[config.mk]
export PLATFORM = sky130hd
export DESIGN_NAME = rvdec_ctrl
export DESIGN_NICKNAME = d
export VERILOG_FILES = /design/src/rtl/rvdec_pkg.sv /design/src/rtl/rvdec_fields.sv /design/src/rtl/rvdec_branch.sv /design/src/rtl/rvdec_ctrl.sv
export SDC_FILE = /design/constraint.sdc
export NUM_CORES = 1
export LEC_CHECK = 0
export ABC_AREA = 0
export BUFFER_PORTS_ARGS = -buffer_cell sky130_fd_sc_hd__buf_2
export CAP_MARGIN = 15
export CORE_AREA = 2 2 39 41
export DETAILED_ROUTE_END_ITERATION = 8
export DIE_AREA = 0 0 41 43
export PLACE_DENSITY = 0.91
export RECOVER_POWER = 50
export SETUP_SLACK_MARGIN = 0.05
export SYNTH_ARGS = -nofsm -noshare
export SYNTH_HDL_FRONTEND = slang
export SYNTH_SLANG_ARGS = --single-unit
[constraint.sdc]
create_clock -name vclk -period 2.9
set_input_delay 0.145 -clock vclk [all_inputs]
set_output_delay 0.145 -clock vclk [all_outputs]
set_load 0.02 [all_outputs]
[src/rtl/rvdec_pkg.sv]
package rvdec_pkg;
  localparam int ILEN   = 32;
  localparam int OPC_W  = 7;
  localparam int F3_W   = 3;
  localparam int F7_W   = 7;
  localparam int IMM_W  = 3;
  localparam int ALU_W  = 4;
  localparam int WB_W   = 2;

  localparam logic [OPC_W-1:0] OPC_OP     = 7'b0110011;
  localparam logic [OPC_W-1:0] OPC_OPIMM  = 7'b0010011;
  localparam logic [OPC_W-1:0] OPC_LOAD   = 7'b0000011;
  localparam logic [OPC_W-1:0] OPC_STORE  = 7'b0100011;
  localparam logic [OPC_W-1:0] OPC_BRANCH = 7'b1100011;
  localparam logic [OPC_W-1:0] OPC_JAL    = 7'b1101111;
  localparam logic [OPC_W-1:0] OPC_JALR   = 7'b1100111;
  localparam logic [OPC_W-1:0] OPC_LUI    = 7'b0110111;
  localparam logic [OPC_W-1:0] OPC_AUIPC  = 7'b0010111;
  localparam logic [ILEN-1:0]  WORD_ECALL = 32'h0000_0073;
  localparam logic [F7_W-1:0]  F7_BASE    = 7'b0000000;
  localparam logic [F7_W-1:0]  F7_ALT     = 7'b0100000;

  typedef enum logic [IMM_W-1:0] {
    IMM_I = 3'd0, IMM_S = 3'd1, IMM_B = 3'd2, IMM_U = 3'd3, IMM_J = 3'd4
  } imm_kind_e;

  typedef enum logic [ALU_W-1:0] {
    ALU_ADD = 4'd0, ALU_SUB = 4'd1, ALU_SLL = 4'd2, ALU_SLT = 4'd3,
    ALU_SLTU = 4'd4, ALU_XOR = 4'd5, ALU_SRL = 4'd6, ALU_SRA = 4'd7,
    ALU_OR = 4'd8, ALU_AND = 4'd9, ALU_PASSB = 4'd10
  } alu_op_e;

  typedef enum logic [WB_W-1:0] {
    WB_MEM = 2'd0, WB_ALU = 2'd1, WB_PC4 = 2'd2
  } wb_src_e;

  typedef enum logic [3:0] {
    CL_NONE, CL_OP, CL_OPIMM, CL_LOAD, CL_STORE, CL_BRANCH,
    CL_JAL, CL_JALR, CL_LUI, CL_AUIPC, CL_ECALL
  } iclass_e;

  typedef struct packed {
    logic      halt;
    logic      pc_sel;
    imm_kind_e imm;
    logic      reg_wen;
    logic      br_un;
    logic      a_sel;
    logic      b_sel;
    alu_op_e   alu;
    logic      mem_we;
    wb_src_e   wb;
  } ctrl_t;

  // funct3 to ALU operation; alt applies the bit-30 variant where allowed
  function automatic alu_op_e alu_of_funct(input logic [F3_W-1:0] f3, input logic alt);
    case (f3)
      3'b000:  return alt ? ALU_SUB : ALU_ADD;
      3'b001:  return ALU_SLL;
      3'b010:  return ALU_SLT;
      3'b011:  return ALU_SLTU;
      3'b100:  return ALU_XOR;
      3'b101:  return alt ? ALU_SRA : ALU_SRL;
      3'b110:  return ALU_OR;
      default: return ALU_AND;
    endcase
  endfunction
endpackage

[src/rtl/rvdec_fields.sv]
module rvdec_fields
  import rvdec_pkg::*;
(
  input  logic [ILEN-1:0] instr,
  output iclass_e         cls,
  output logic [F3_W-1:0] funct3,
  output logic            alt_bit
);
  logic [OPC_W-1:0] opc;
  logic [F7_W-1:0]  f7;
  logic             f7_base, f7_alt, f3_word, shift_f3;

  assign opc      = instr[6:0];
  assign funct3   = instr[14:12];
  assign f7       = instr[31:25];
  assign alt_bit  = instr[30];
  assign f7_base  = (f7 == F7_BASE);
  assign f7_alt   = (f7 == F7_ALT);
  assign f3_word  = (funct3 == 3'b010);
  assign shift_f3 = (funct3 == 3'b001) || (funct3 == 3'b101);

  always_comb begin
    cls = CL_NONE;
    case (opc)
      OPC_OP:     if (f7_base || (f7_alt && (funct3 == 3'b000 || funct3 == 3'b101))) cls = CL_OP;
      OPC_OPIMM:  if (!shift_f3 || f7_base || (f7_alt && funct3 == 3'b101)) cls = CL_OPIMM;
      OPC_LOAD:   if (f3_word) cls = CL_LOAD;
      OPC_STORE:  if (f3_word) cls = CL_STORE;
      OPC_BRANCH: if (funct3[2:1] != 2'b01) cls = CL_BRANCH;
      OPC_JAL:    cls = CL_JAL;
      OPC_JALR:   if (funct3 == 3'b000) cls = CL_JALR;
      OPC_LUI:    cls = CL_LUI;
      OPC_AUIPC:  cls = CL_AUIPC;
      default:    if (instr == WORD_ECALL) cls = CL_ECALL;
    endcase
  end
endmodule

[src/rtl/rvdec_branch.sv]
module rvdec_branch
  import rvdec_pkg::*;
(
  input  logic [F3_W-1:0] funct3,
  input  logic            is_branch,
  input  logic            br_eq,
  input  logic            br_lt,
  output logic            take,
  output logic            unsigned_cmp
);
  logic flag, cond;
  // funct3[2] picks the less-than flag, funct3[0] inverts the sense
  assign flag         = funct3[2] ? br_lt : br_eq;
  assign cond         = flag ^ funct3[0];
  assign take         = is_branch && cond;
  assign unsigned_cmp = is_branch && funct3[2] && funct3[1];
endmodule

[src/rtl/rvdec_ctrl.sv]
module rvdec_ctrl
  import rvdec_pkg::*;
(
  input  logic [31:0] instr,
  input  logic        br_eq,
  input  logic        br_lt,
  output logic        halt,
  output logic        pc_sel,
  output logic [2:0]  imm_sel,
  output logic        reg_wen,
  output logic        br_un,
  output logic        a_sel,
  output logic        b_sel,
  output logic [3:0]  alu_sel,
  output logic        mem_we,
  output logic [1:0]  wb_sel
);
  iclass_e         cls;
  logic [F3_W-1:0] funct3;
  logic            alt_bit;
  logic            br_take, br_unsigned, is_branch, is_jump;
  ctrl_t           c;

  rvdec_fields u_fields (.instr(instr), .cls(cls), .funct3(funct3), .alt_bit(alt_bit));

  assign is_branch = (cls == CL_BRANCH);
  assign is_jump   = (cls == CL_JAL) || (cls == CL_JALR);

  rvdec_branch u_branch (
    .funct3(funct3), .is_branch(is_branch), .br_eq(br_eq), .br_lt(br_lt),
    .take(br_take), .unsigned_cmp(br_unsigned)
  );

  always_comb begin
    c = '0;
    case (cls)
      CL_OP: begin
        c.reg_wen = 1'b1; c.wb = WB_ALU; c.alu = alu_of_funct(funct3, alt_bit);
      end
      CL_OPIMM: begin
        c.reg_wen = 1'b1; c.wb = WB_ALU; c.imm = IMM_I; c.b_sel = 1'b1;
        c.alu = alu_of_funct(funct3, alt_bit && (funct3 == 3'b101));
      end
      CL_LOAD: begin
        c.reg_wen = 1'b1; c.wb = WB_MEM; c.imm = IMM_I; c.b_sel = 1'b1; c.alu = ALU_ADD;
      end
      CL_STORE: begin
        c.mem_we = 1'b1; c.imm = IMM_S; c.b_sel = 1'b1; c.alu = ALU_ADD;
      end
      CL_BRANCH: begin
        c.imm = IMM_B; c.a_sel = 1'b1; c.b_sel = 1'b1; c.alu = ALU_ADD;
        c.pc_sel = br_take; c.br_un = br_unsigned;
      end
      CL_JAL: begin
        c.imm = IMM_J; c.a_sel = 1'b1; c.b_sel = 1'b1; c.alu = ALU_ADD;
        c.pc_sel = 1'b1; c.reg_wen = 1'b1; c.wb = WB_PC4;
      end
      CL_JALR: begin
        c.imm = IMM_I; c.b_sel = 1'b1; c.alu = ALU_ADD;
        c.pc_sel = 1'b1; c.reg_wen = 1'b1; c.wb = WB_PC4;
      end
      CL_LUI: begin
        c.imm = IMM_U; c.b_sel = 1'b1; c.alu = ALU_PASSB; c.reg_wen = 1'b1; c.wb = WB_ALU;
      end
      CL_AUIPC: begin
        c.imm = IMM_U; c.a_sel = 1'b1; c.b_sel = 1'b1; c.alu = ALU_ADD;
        c.reg_wen = 1'b1; c.wb = WB_ALU;
      end
      CL_ECALL: c.halt = 1'b1;
      default: c = '0;
    endcase
  end

  assign halt    = c.halt;
  assign pc_sel  = c.pc_sel;
  assign imm_sel = c.imm;
  assign reg_wen = c.reg_wen;
  assign br_un   = c.br_un;
  assign a_sel   = c.a_sel;
  assign b_sel   = c.b_sel;
  assign alu_sel = c.alu;
  assign mem_we  = c.mem_we;
  assign wb_sel  = c.wb;

  always_comb begin
    AST_HALT_IS_ECALL: assert (!halt || instr == WORD_ECALL) else $error("halt without ECALL");
    AST_HALT_FREEZES: assert (!halt || (!reg_wen && !mem_we && !pc_sel)) else $error("halt with state change");
    AST_STORE_NO_RD: assert (!mem_we || (!reg_wen && imm_sel == IMM_S)) else $error("store writes rd");
    AST_BRUN_BRANCH_ONLY: assert (!br_un || (is_branch && instr[14:13] == 2'b11)) else $error("br_un outside BLTU/BGEU");
    AST_JUMP_LINKS: assert (!is_jump || (pc_sel && reg_wen && wb_sel == WB_PC4 && !mem_we)) else $error("jump control wrong");
    AST_UNKNOWN_QUIET: assert (cls != CL_NONE || (!reg_wen && !mem_we && !pc_sel && !halt)) else $error("illegal word acts");
    AST_FLAGS_GATED: assert (is_branch || !br_un) else $error("branch-only output outside branch");
  end
endmodule

=== After elaboration in Yosys (flattened, before gate mapping) ===
Index checks and enable logic that the tools add are counted.

* Multiplexer cells: 25
* Reductions and logical operators: 20
* Equality and inequality tests: 28
* Bitwise operators: 1

{| class="wikitable"
|+ Operators with widths
! operator !! number
|-
| $pmux 4 s7 || 2
|-
| $pmux 4 s9 || 1
|-
| $eq 32x7->1 const B || 1
|-
| $eq 7x6->1 const B || 4
|-
| $eq 7x7->1 const B || 3
|-
| $eq 4x3->1 const B || 4
|-
| $eq 7x5->1 const B || 2
|-
| $eq 4x4->1 const B || 3
|-
| $mux 1 || 12
|-
| $pmux 3 s4 || 1
|-
| $pmux 4 s3 || 1
|-
| $eq 3x3->1 const B || 3
|-
| $mux 3 || 3
|-
| $eq 4x2->1 const B || 2
|-
| $reduce_or 8->1 || 1
|-
| $eq 7x2->1 const B || 1
|-
| $logic_not 7->1 || 1
|-
| $reduce_or 7->1 || 1
|-
| $eq 3x2->1 const B || 2
|-
| $logic_and 1x1->1 || 6
|-
| $logic_or 1x1->1 || 5
|-
| $eq 4x1->1 const B || 1
|-
| $mux 2 || 2
|-
| $mux 4 || 1
|-
| other kinds (10) || 11
|}

* Register bits after elaboration: 0
* Output and inout bits: 16
* Word-level logic and storage cells: 74
* Input port bits: 34

=== Logic depth before layout (Yosys ltp) ===
Gate-level depths: netlist (run 1).

* Depth after elaboration: 11
* Mapped depth: 6
* Mapped depth without buffers: 5

=== Hierarchy ===
A second synthesis (run 1) with hierarchy kept.

* Cells, all modules: 99
* Area, all modules: 668.1 um^2

{| class="wikitable"
|+ Modules (own cells, without submodules)
! module !! area each (um^2) !! instances !! sequential area each (um^2) !! cells an instance
|-
| rvdec_ctrl || 321.6 || 1 || 0.0 || 48
|-
| rvdec_fields || 309.0 || 1 || 0.0 || 46
|-
| rvdec_branch || 37.5 || 1 || 0.0 || 5
|}

=== Least setup slack after synthesis (run 1) ===
No wires, ideal clock.

* Kind: input -> output
* From: input port instr[14]
* To: output port a_sel
* Path buffers: 0
* Slack: 0.900 ns
* Stages: 5
* Required time: 2.755 ns
* Arrival time: 1.855 ns
* Cell sequence: or4b_4 -> or4b_4 -> o211a_2 -> a211o_1 -> a21oi_2

* Longest elaborated chain between the ends: 10
* Elaborated cells on any way between the ends: 27
* Classes of those cells: eq/ne (8); mux (9); reduce/logical (10)

{| class="wikitable"
|+ RTL lines
! item !! RTL line !! text
|-
| start, declared || rvdec_ctrl.sv:4 || <nowiki>input logic [31:0] instr,</nowiki>
|-
| $eq 3x1->1 or $eq 3x3->1 (tied branches) || rvdec_fields.sv:20, rvdec_fields.sv:25, rvdec_fields.sv:26 ||
|-
| $logic_or 1x1->1 || rvdec_fields.sv:20 || <nowiki>assign shift_f3 = (funct3 == 3'b001) || (funct3 == 3'b101);</nowiki>
|-
| $logic_not 1->1 || rvdec_fields.sv:26 || <nowiki>OPC_OPIMM: if (!shift_f3 || f7_base || (f7_alt && funct3 == 3'b101)) cls = CL_OPIMM;</nowiki>
|-
| $logic_or 1x1->1 (2 in series) || rvdec_fields.sv:26 ||
|-
| $mux 2 || rvdec_fields.sv:26 ||
|-
| $pmux 4 s9 * || rvdec_fields.sv:24 || <nowiki>case (opc)</nowiki>
|-
| $eq 4x3->1 or $eq 4x4->1 (tied branches) || rvdec_ctrl.sv:36 || <nowiki>case (cls)</nowiki>
|-
| $reduce_or 3->1 (no line) * || - ||
|-
| $mux 1 * || rvdec_ctrl.sv:36 ||
|-
| end, declared || rvdec_ctrl.sv:12 || <nowiki>output logic a_sel,</nowiki>
|}

Every way passes the cells marked *; elsewhere a longest branch is shown, timed or not.

=== Final worst setup path (run 1) ===
Same ends and word-level chain as after synthesis.

==> results of run 1 <==
[worst max-delay path, cell delays in order]
cell and delay [ns]:
clkbuf_1 0.21, or4b_1 0.60, or4b_4 0.54, o211a_2 0.15, a211o_1 0.27, a21oi_2 0.12, buf_2 0.16
[Yosys cell counts]
master / instances
nand2_1: 12
nor2_1: 8
clkbuf_1: 4
nand2b_1: 4
o21ai_0: 4
o21ai_1: 4
inv_1: 3
nand4_1: 3
nor3_1: 3
nor4_1: 3
a2111o_1: 2
a211oi_1: 2
nor4b_1: 2
o211ai_1: 2
o21a_1: 2
or4b_4: 2
xor2_1: 2
a211o_1: 1
a21oi_1: 1
a21oi_2: 1
and3_1: 1
and4_1: 1
and4b_1: 1
and4bb_1: 1
buf_2: 1
mux2_2: 1
mux2i_1: 1
nor2b_1: 1
nor4bb_1: 1
o2111ai_1: 1
o211a_1: 1
o211a_2: 1
o31ai_1: 1
or3_1: 1
or3b_2: 1
or4b_1: 1
[path summary, 6_finish.rpt]
| check | start | end | slack [ns] | cells after the start |
|---|---|---|---|---|
| worst max-delay path | instr[14] | a_sel | 0.56 | 7 |
| worst min-delay path | instr[30] | alu_sel[0] | 0.69 | 4 |
[final cells by class]
class | instances | area (um^2) | area share
well taps | 16 | 20.02 | 0.02667
repair buffers | 50 | 241.5 | 0.3217
inverters | 3 | 11.26 | 0.01500
multi-input cells | 73 | 478.0 | 0.6367
[logic make-up (layout without fill, tap and decap cells)]
group | after synthesis | count (layout) | synth area share
AND/OR/NAND/NOR | 46 | 46 | 0.5391
AO/OA/AOI/OAI | 23 | 23 | 0.3244
multiplexers | 2 | 2 | 0.04146
buffers and inverters | 8 | 53 | 0.06096
XOR/XNOR | 2 | 2 | 0.03415
[per-layer routing]
layer / vias up / track usage / wire length, um
met2: 24 / 0.3938 / 901
met3: 0 / 0.005236 / 98
li1: 407 / - / -
met1: 356 / 0.1835 / 625
met4: 0 / 0.01333 / 0
met5: - / 0 / 0
[metrics by stage]
stage | power, mW | instance area, um^2
after floorplan | 0.03286 | 513.0
after global placement | 0.06143 | 763.2
after detailed placement | 0.06353 | 763.2
after CTS | 0.06372 | 763.2
after global routing | 0.06990 | 750.7
final | 0.06311 | 750.7
[where the power goes]
group	switching [mW]	leakage, nW	internal, mW	total [mW]
Clock	0	0	0	0
Sequential	0	0	0	0
Combinational	0.0327	0.403	0.0304	0.0631
==> run_results.csv, run 1 <==
group,metric,value,unit
detailed_routing,vias,787,
sta,hold-worst-slack,0.6868,ns
power,ir_drop,0.04576,mV
critical_path,worstSetupStartpointType,"input port",
run_status,status,"finished clean",
cells_and_area,seq_cell_count,0,
logic_synthesis,syn-cell-area,513.0,um^2
sta,finalHoldViolations,0,
cells_and_area,drive_gt1_frac,0.3810,
cells_and_area,layout_commonest_cell,"buf_2",
cells_and_area,utilization,0.5425,
logic_synthesis,yosysSeqAreaShare,0,
sta,slew_violations,0,
clocking,ctsResizeCount,0,
logic_synthesis,synthCells,81,
sta,fmax,427.8,MHz
global_routing,overflow,0,
cells_and_area,areaGrowthSynthToFinish,46.34,%
detailed_routing,wl_per_cell,11.44,um
cells_and_area,fin_cells,142,
logic_synthesis,yosysTopAreaCell,"nand2_1",
die,dieArea,1763,um^2
critical_path,crit_arrival,2.19,ns
die,core.rowCount,14,
flow_run,cap_violations,0,
detailed_routing,drt_pass1_iterations,4,
global_routing,grt_pass1_vias,701,
sta,max-slew-margin-rel,0.5537,
detailed_routing,drtIter0Drc,12,
clocking,post_cts_buffers,0,
cells_and_area,mostFrequentLayoutCells,"buf_2, nand2_1, nor2_1",
global_routing,grt_pass1_wl,2.490,mm
power,power.leakage,0.4027,nW
clocking,postCtsHoldBufs,0,
global_routing,antenna_found_initial,0,
global_routing,grtUsageTotal,0.1868,
die,start_util,0.3707,
critical_path,critical_path_required,2.76,ns
die,fp.dieH,43,um
placement,gp_congestion,0.8790,
logic_synthesis,postSynthAreaPerCell,6.333,um^2
cells_and_area,fin_nets,162,
die,core,1384,um^2
die,io_pins,50,
logic_synthesis,synth_nets,115,
logic_synthesis,synth.top_cells.by_area,"nand2_1, nor2_1, or4b_4",
global_routing,grt_max_degree,12,
cells_and_area,diodes,0,
cells_and_area,n_clock_buffer,0,
cells_and_area,regArea,0,um^2
logic_synthesis,yosysTopAreaCellShare,0.08780,
sta,tightest_slew,0.6643,ns
detailed_routing,final_antenna_net_count,0,
sta,timing.final.ws_setup,0.5623,ns
logic_synthesis,ys_types,36,
placement,dpl_worst_slack,0.6558,ns
critical_path,path_max_fanout,11,
sta,rsz0062_at_grt,"false",
placement,dp_hpwl,1.433,mm
detailed_routing,via_per_inst,5.542,
critical_path,end_kind,"output port",
sta,fin_crit,2.338,ns
cells_and_area,fill_cells,149,
sta,finalSetupViolations,0,
sta,min_period_over_period,0.8061,
power,powerDensity,84.06,nW/um^2
hold_path,hp-class,"input port to output port",
detailed_routing,routed_wl,1.625,mm
logic_synthesis,yosysWarnings,0,
placement,port_buffers,50,
sta,tns,0,ns
placement,dp_cells,142,
detailed_routing,post-route-drc-count,0,
die,die_width,41,um
critical_path,critical_path_class,"input port to output port",
No activity file was read; power rests on OpenSTA's default activity.
==> run 2: changes to the inputs <==
--- a/config.mk
+++ b/config.mk
@@ -5,13 +5,13 @@
 export SDC_FILE = /design/constraint.sdc
 export NUM_CORES = 1
 export LEC_CHECK = 0
-export ABC_AREA = 0
+export ABC_AREA = 1
 export BUFFER_PORTS_ARGS = -buffer_cell sky130_fd_sc_hd__buf_2
 export CAP_MARGIN = 15
-export CORE_AREA = 2 2 39 41
+export CORE_MARGIN = 1
+export CORE_UTILIZATION = 36
 export DETAILED_ROUTE_END_ITERATION = 8
-export DIE_AREA = 0 0 41 43
-export PLACE_DENSITY = 0.91
+export PLACE_DENSITY = 0.86
 export RECOVER_POWER = 50
 export SETUP_SLACK_MARGIN = 0.05
 export SYNTH_ARGS = -nofsm -noshare
==> constraint.sdc (replaced) <==
create_clock -name vclk -period 2
set_input_delay 0.1 -clock vclk [all_inputs]
set_output_delay 0.1 -clock vclk [all_outputs]
set_load 0.02 [all_outputs]
==> run_results.csv, run 2 <==
group,metric,value,unit
run_status,status,"finished clean",
die,core,1489,um^2
detailed_routing,via_per_inst,4.933,
placement,dpl_cell_area,840.8,um^2
critical_path,crit_arrival,1.29,ns
logic_synthesis,yosysSeqAreaShare,0,
logic_synthesis,yosysTopAreaCellShare,0.1842,
cells_and_area,layout_commonest_cell,"buf_2",
critical_path,critical_path_required,1.90,ns
placement,dp_hpwl,1.601,mm
logic_synthesis,yosysMostFrequentCell,"nand2_1",
sta,tns,0,ns
sta,finalSetupViolations,0,
logic_synthesis,synth.top_cells.by_area,"nand2_1, nor2_1, nand3_1",
sta,slew_violations,0,
placement,gp_congestion,0.9600,
cells_and_area,seq_cell_count,0,
logic_synthesis,postSynthAreaPerCell,5.049,um^2
die,dieArea,1748,um^2
global_routing,grtUsageTotal,0.2054,
cells_and_area,n_clock_buffer,0,
detailed_routing,wl_met3,98,um
die,fp.dieH,41.81,um
cells_and_area,fin_nets,199,
logic_synthesis,synth_nets,147,
detailed_routing,post-route-drc-count,0,
sta,max-slew-margin-rel,0.7793,
logic_synthesis,yosysWarnings,0,
power,powerDensity,129.4,nW/um^2
cells_and_area,final_area,819.5,um^2
detailed_routing,routed_wl,1.742,mm
clocking,post_cts_buffers,0,
logic_synthesis,syn-cell-area,570.5,um^2
global_routing,grt_pass1_wl,2.994,mm
sta,finalHoldViolations,0,
sta,rsz0062_at_grt,"false",
logic_synthesis,yosys-top-cells-count,"nand2_1, nor2_1, inv_1, nand3_1, inv_2",
cells_and_area,drive_gt1_frac,0.4356,
power,power.leakage,0.4937,nW
flow_run,cap_violations,0,
detailed_routing,maxUsedRoutingLayer,"met4",
critical_path,startpoint,"instr[4]",
critical_path,worstSetupStartpointType,"input port",
detailed_routing,wl_per_cell,9.732,um
cells_and_area,regArea,0,um^2
critical_path,path_max_fanout,5,
cells_and_area,areaGrowthSynthToFinish,43.64,%
sta,min_period_over_period,0.6927,
sta,fin_crit,1.385,ns
global_routing,overflow,0,
cells_and_area,diodes,0,
detailed_routing,drtIter0Drc,9,
logic_synthesis,synthCells,113,
critical_path,critical_path_class,"input port to output port",
cells_and_area,mostFrequentLayoutCells,"buf_2, nand2_1, nor2_1",
hold_path,hp-class,"input port to output port",
die,core.rowCount,14,
critical_path,crit_path_end,"pc_sel",
die,start_util,0.3832,
global_routing,grt_pass1_vias,802,
detailed_routing,vias,883,
cells_and_area,fill_cells,165,
global_routing,antenna_found_initial,0,
detailed_routing,wl_met1,711,um
global_routing,grt_max_degree,8,
detailed_routing,final_antenna_net_count,0,
logic_synthesis,ys_types,21,
logic_synthesis,yosysTopAreaCell,"nand2_1",
sta,tightest_slew,0.3285,ns
power,ir_drop,0.05775,mV
detailed_routing,met2_length,917,um
sta,fmax,721.8,MHz
clocking,ctsResizeCount,0,
die,io_pins,50,
critical_path,end_kind,"output port",
clocking,postCtsHoldBufs,0,
detailed_routing,drt_pass1_iterations,4,
die,die_width,41.81,um
placement,port_buffers,50,
==> run 2: cells by family after synthesis <==
group	after synthesis	share of synthesized area
buffers and inverters	18	0.1206
and+or+nand+nor	89	0.8048
AOI/OAI and AO/OA	6	0.07458
==> run 2: through the flow <==
step                      hold WS [ns]  instances  setup WS [ns]  power (mW)  utilization
after global routing            0.6006        179         0.5669      0.1180       0.5504
final                           0.5702        179         0.6146      0.1060       0.5504
after global placement          0.5534        179         0.7581      0.1052       0.5647
after CTS                       0.5599        179         0.7228      0.1085       0.5647
after detailed placement        0.5599        179         0.7245      0.1082       0.5647
after floorplan                 0.2895        113         0.7901     0.05405            -
==> run 2: per-layer routing <==
| metal | global-route usage | up-vias |
|---|---|---|
| li1 | - | 464 |
| met1 | 0.2395 | 383 |
| met2 | 0.4094 | 34 |
| met3 | 0.008696 | 2 |
| met4 | 0.03226 | 0 |
| met5 | 0 | - |
==> run 2: cell type report <==
cell class	count	area, um^2	share of cell area
multi-input cells	95	488.0	0.5954
repair buffers	50	242.7	0.2962
inverters	18	68.82	0.08397
well taps	16	20.02	0.02443
==> run 2: power by group <==
part	internal, mW	switching (mW)	total [mW]
Combinational	0.0436	0.0625	0.106
Clock	0	0	0
Sequential	0	0	0
==> run 2: worst min-delay path by stage <==
stage                  start  endpoint  slack, ns  depth (start not counted)
floorplan           instr[6]    mem_we       0.29                          1
global placement    instr[6]    mem_we       0.55                          3
detailed placement  instr[6]    mem_we       0.56                          3
CTS                 instr[6]    mem_we       0.56                          3
global route        instr[6]    mem_we       0.60                          3
finish              instr[6]    mem_we       0.57                          3
==> run 2: critical path, stage by stage <==
cell     delay (ns)
buf_2          0.13
inv_1          0.07
nand2_1        0.08
nor2_1         0.24
nand4_1        0.22
nand2_2        0.14
inv_1          0.05
o31ai_1        0.05
buf_2          0.20
==> run 3: changes to the inputs <==
--- a/config.mk
+++ b/config.mk
@@ -5,13 +5,13 @@
 export SDC_FILE = /design/constraint.sdc
 export NUM_CORES = 1
 export LEC_CHECK = 0
-export ABC_AREA = 1
+export ABC_AREA = 0
 export BUFFER_PORTS_ARGS = -buffer_cell sky130_fd_sc_hd__buf_2
 export CAP_MARGIN = 15
 export CORE_MARGIN = 1
-export CORE_UTILIZATION = 36
+export CORE_UTILIZATION = 35
 export DETAILED_ROUTE_END_ITERATION = 8
-export PLACE_DENSITY = 0.86
+export PLACE_DENSITY = 0.87
 export RECOVER_POWER = 50
 export SETUP_SLACK_MARGIN = 0.05
 export SYNTH_ARGS = -nofsm -noshare
==> constraint.sdc (replaced) <==
create_clock -name vclk -period 1.2
set_input_delay 0.06 -clock vclk [all_inputs]
set_output_delay 0.06 -clock vclk [all_outputs]
set_load 0.02 [all_outputs]
==> run_results.csv, run 3 <==
group,metric,value,unit
clocking,postCtsHoldBufs,0,
run_status,haltStage,"clock tree synthesis",
logic_synthesis,yosysSeqAreaShare,0,
die,io_pins,50,
run_status,status,"stopped before the end",
placement,dpl_worst_slack,-0.8444,ns
logic_synthesis,synth_nets,115,
die,start_util,0.3846,
die,fp.dieH,40.29,um
placement,dp_hpwl,1.845,mm
logic_synthesis,postSynthAreaPerCell,6.333,um^2
logic_synthesis,yosys-top-cells-count,"nand2_1, nor2_1",
logic_synthesis,yosysTopAreaCellShare,0.08780,
logic_synthesis,yosysWarnings,0,
logic_synthesis,yosysTopAreaCell,"nand2_1",
logic_synthesis,synth.top_cells.by_area,"nand2_1, nor2_1, or4b_4",
logic_synthesis,synthCells,81,
placement,dp_cells,170,
die,die_width,40.29,um
die,core.rowCount,13,
clocking,post_cts_buffers,10,
placement,port_buffers,50,
logic_synthesis,syn-cell-area,513.0,um^2
clocking,ctsResizeCount,65,
logic_synthesis,yosysMostFrequentCell,"nand2_1",
placement,gp_congestion,0.9081,
run_status,stop_error,"[ERROR DPL-0038] Utilization greater than 100%, impossible to legalize",
logic_synthesis,ys_types,36,
[run 3: cell types whose count changed after synthesis, sizes merged, moves of 3 or more]
cell	change
nand2	-22
inv	-14
clkbuf	+4
o21ai	+8
nand2b	+4
or4b	+3
nand3	-11
nor2	-22
[run 3: cells by family after synthesis]
family	Yosys count	synth area share
and+or+nand+nor	46	0.5391
AOI/OAI and AO/OA	23	0.3244
buffers and inverters	8	0.06096
xor gates and xnor gates	2	0.03415
muxes	2	0.04146
[run 3: stage by stage]
step,utilization,hold slack (ns),cell area (um^2),setup TNS [ns]
floorplan,-,0.2802,544.3,-3.982
global placement,0.7580,0.6119,1011,-6.488
detailed placement,0.7580,0.6317,1011,-6.986
==> run 4: changes to the inputs <==
--- a/config.mk
+++ b/config.mk
@@ -8,12 +8,11 @@
 export ABC_AREA = 0
 export BUFFER_PORTS_ARGS = -buffer_cell sky130_fd_sc_hd__buf_2
 export CAP_MARGIN = 15
-export CORE_MARGIN = 1
-export CORE_UTILIZATION = 35
+export CORE_AREA = 2 2 63 65
 export DETAILED_ROUTE_END_ITERATION = 8
-export PLACE_DENSITY = 0.87
+export DIE_AREA = 0 0 65 67
+export PLACE_DENSITY_LB_ADDON = 0.15
 export RECOVER_POWER = 50
-export SETUP_SLACK_MARGIN = 0.05
 export SYNTH_ARGS = -nofsm -noshare
 export SYNTH_HDL_FRONTEND = slang
 export SYNTH_SLANG_ARGS = --single-unit
==> constraint.sdc (replaced) <==
create_clock -name vclk -period 1.6
set_input_delay 0.08 -clock vclk [all_inputs]
set_output_delay 0.08 -clock vclk [all_outputs]
set_load 0.02 [all_outputs]
==> run_results.csv, run 4 (synthesized netlist as in run 1, its figures left out) <==
group,metric,value,unit
run_status,status,"finished, violations left",
run_status,violations,"setup timing",
hold_path,hp-class,"input port to output port",
sta,finalSetupViolations,10,
sta,fmax,493.3,MHz
global_routing,grt_pass1_wl,3.829,mm
cells_and_area,final_area,1142,um^2
cells_and_area,diodes,0,
global_routing,grtUsageTotal,0.1062,
global_routing,antenna_found_initial,0,
sta,hold-worst-slack,0.6544,ns
detailed_routing,drt_pass1_iterations,4,
cells_and_area,layout_commonest_cell,"buf_2",
critical_path,slowest_delay,0.54,ns
cells_and_area,seq_cell_count,0,
power,powerDensity,147.6,nW/um^2
sta,slew_violations,0,
critical_path,path_delay_family,"simple AND/OR/NAND/NOR gates",
critical_path,path_max_fanout,3,
sta,tns,-1.902,ns
detailed_routing,post-route-drc-count,0,
die,core.rowCount,22,
detailed_routing,vias,888,
cells_and_area,n_clock_buffer,0,
cells_and_area,drive_gt1_frac,0.6346,
global_routing,grt_max_degree,11,
sta,min_period_over_period,1.267,
critical_path,critical_path_required,1.52,ns
critical_path,critical_path.cell_chain,"buf_6 -> or4b_4 -> or4b_4 -> o211a_2 -> a211o_1 -> a21oi_4 -> buf_6",
die,dieArea,4355,um^2
cells_and_area,areaGrowthSynthToFinish,122.7,%
placement,gp_congestion,0.7830,
die,fp.dieH,67,um
detailed_routing,routed_wl,2.226,mm
placement,dp_hpwl,1.961,mm
power,ir_drop,0.05251,mV
die,io_pins,50,
sta,timing.final.ws_setup,-0.4270,ns
sta,tightest_slew,0.3203,ns
detailed_routing,via_per_inst,4.353,
die,core,3606,um^2
critical_path,critical_path_class,"input port to output port",
detailed_routing,drtIter0Drc,11,
cells_and_area,fin_nets,192,
sta,fin_crit,2.027,ns
sta,max-slew-margin-rel,0.7862,
die,start_util,0.1423,
cells_and_area,regArea,0,um^2
die,die_width,65,um
placement,dpl_worst_slack,-0.4706,ns
sta,rsz0062_at_grt,"true",
critical_path,cp.depth,7,
critical_path,worstSetupStartpointType,"input port",
critical_path,crit_arrival,1.95,ns
global_routing,grt_pass1_vias,896,
placement,dpl_cell_area,1040,um^2
placement,port_buffers,50,
critical_path,crit_buf_inv,2,
sta,finalHoldViolations,0,
power,power.leakage,0.5967,nW
detailed_routing,wl_per_cell,10.91,um
critical_path,end_kind,"output port",
cells_and_area,mostFrequentLayoutCells,"buf_2, buf_4, nand2_1",
detailed_routing,final_antenna_net_count,0,
critical_path,crit_path_top_delay_cell,"or4b_4",
clocking,postCtsHoldBufs,0,
flow_run,cap_violations,0,
hold_path,whs_path_depth,5,
global_routing,overflow,0,
run 4: final timing paths:
path     end  slack (ns)      start
max    a_sel       -0.43  instr[14]
min   pc_sel        0.65      br_eq
run 4: through the flow:
step,std cells,util,total power [mW]
2_1_floorplan,81,-,0.06211
3_3_place_gp,202,0.2883,0.1509
3_5_place_dp,202,0.2883,0.1527
4_1_cts,202,0.2991,0.1574
5_1_grt,204,0.3168,0.1861
6_report,204,0.3168,0.1686
run 4: final cells by class:
cell class | instances | area (um^2)
well taps | 48 | 60.06
multi-input cells | 73 | 564.3
fillers | 407 | 2464
inverters | 3 | 11.26
repair buffers | 80 | 506.7
run 4: power by group:
group | switching (mW) | total [mW] | internal (mW)
sequential | 0 | 0 | 0
clock | 0 | 0 | 0
combinational | 0.0755 | 0.169 | 0.0931
total | 0.0755 | 0.169 | 0.0931
run 4: tightest hold or removal path, cell delays in order:
cell and delay (ns):
buf_2 0.08, mux2i_1 0.06, xor2_1 0.13, o31ai_1 0.07, buf_2 0.15
run 4: metal layers:
layer	vias to the layer above	track usage	routed length, um
li1	468	-	-
met4	0	0.005319	0
met3	0	0.006757	115
met5	-	0	0
met1	399	0.1270	945
met2	21	0.2139	1165
run 4: timing repair:
| item | 4_1_cts | 5_1_grt |
|---|---|---|
| pin swaps | 2 | 5 |
| setup buffers | 0 | 2 |
| gates resized for setup | 11 | 9 |
| endpoints found under the setup margin | 11 | 12 |
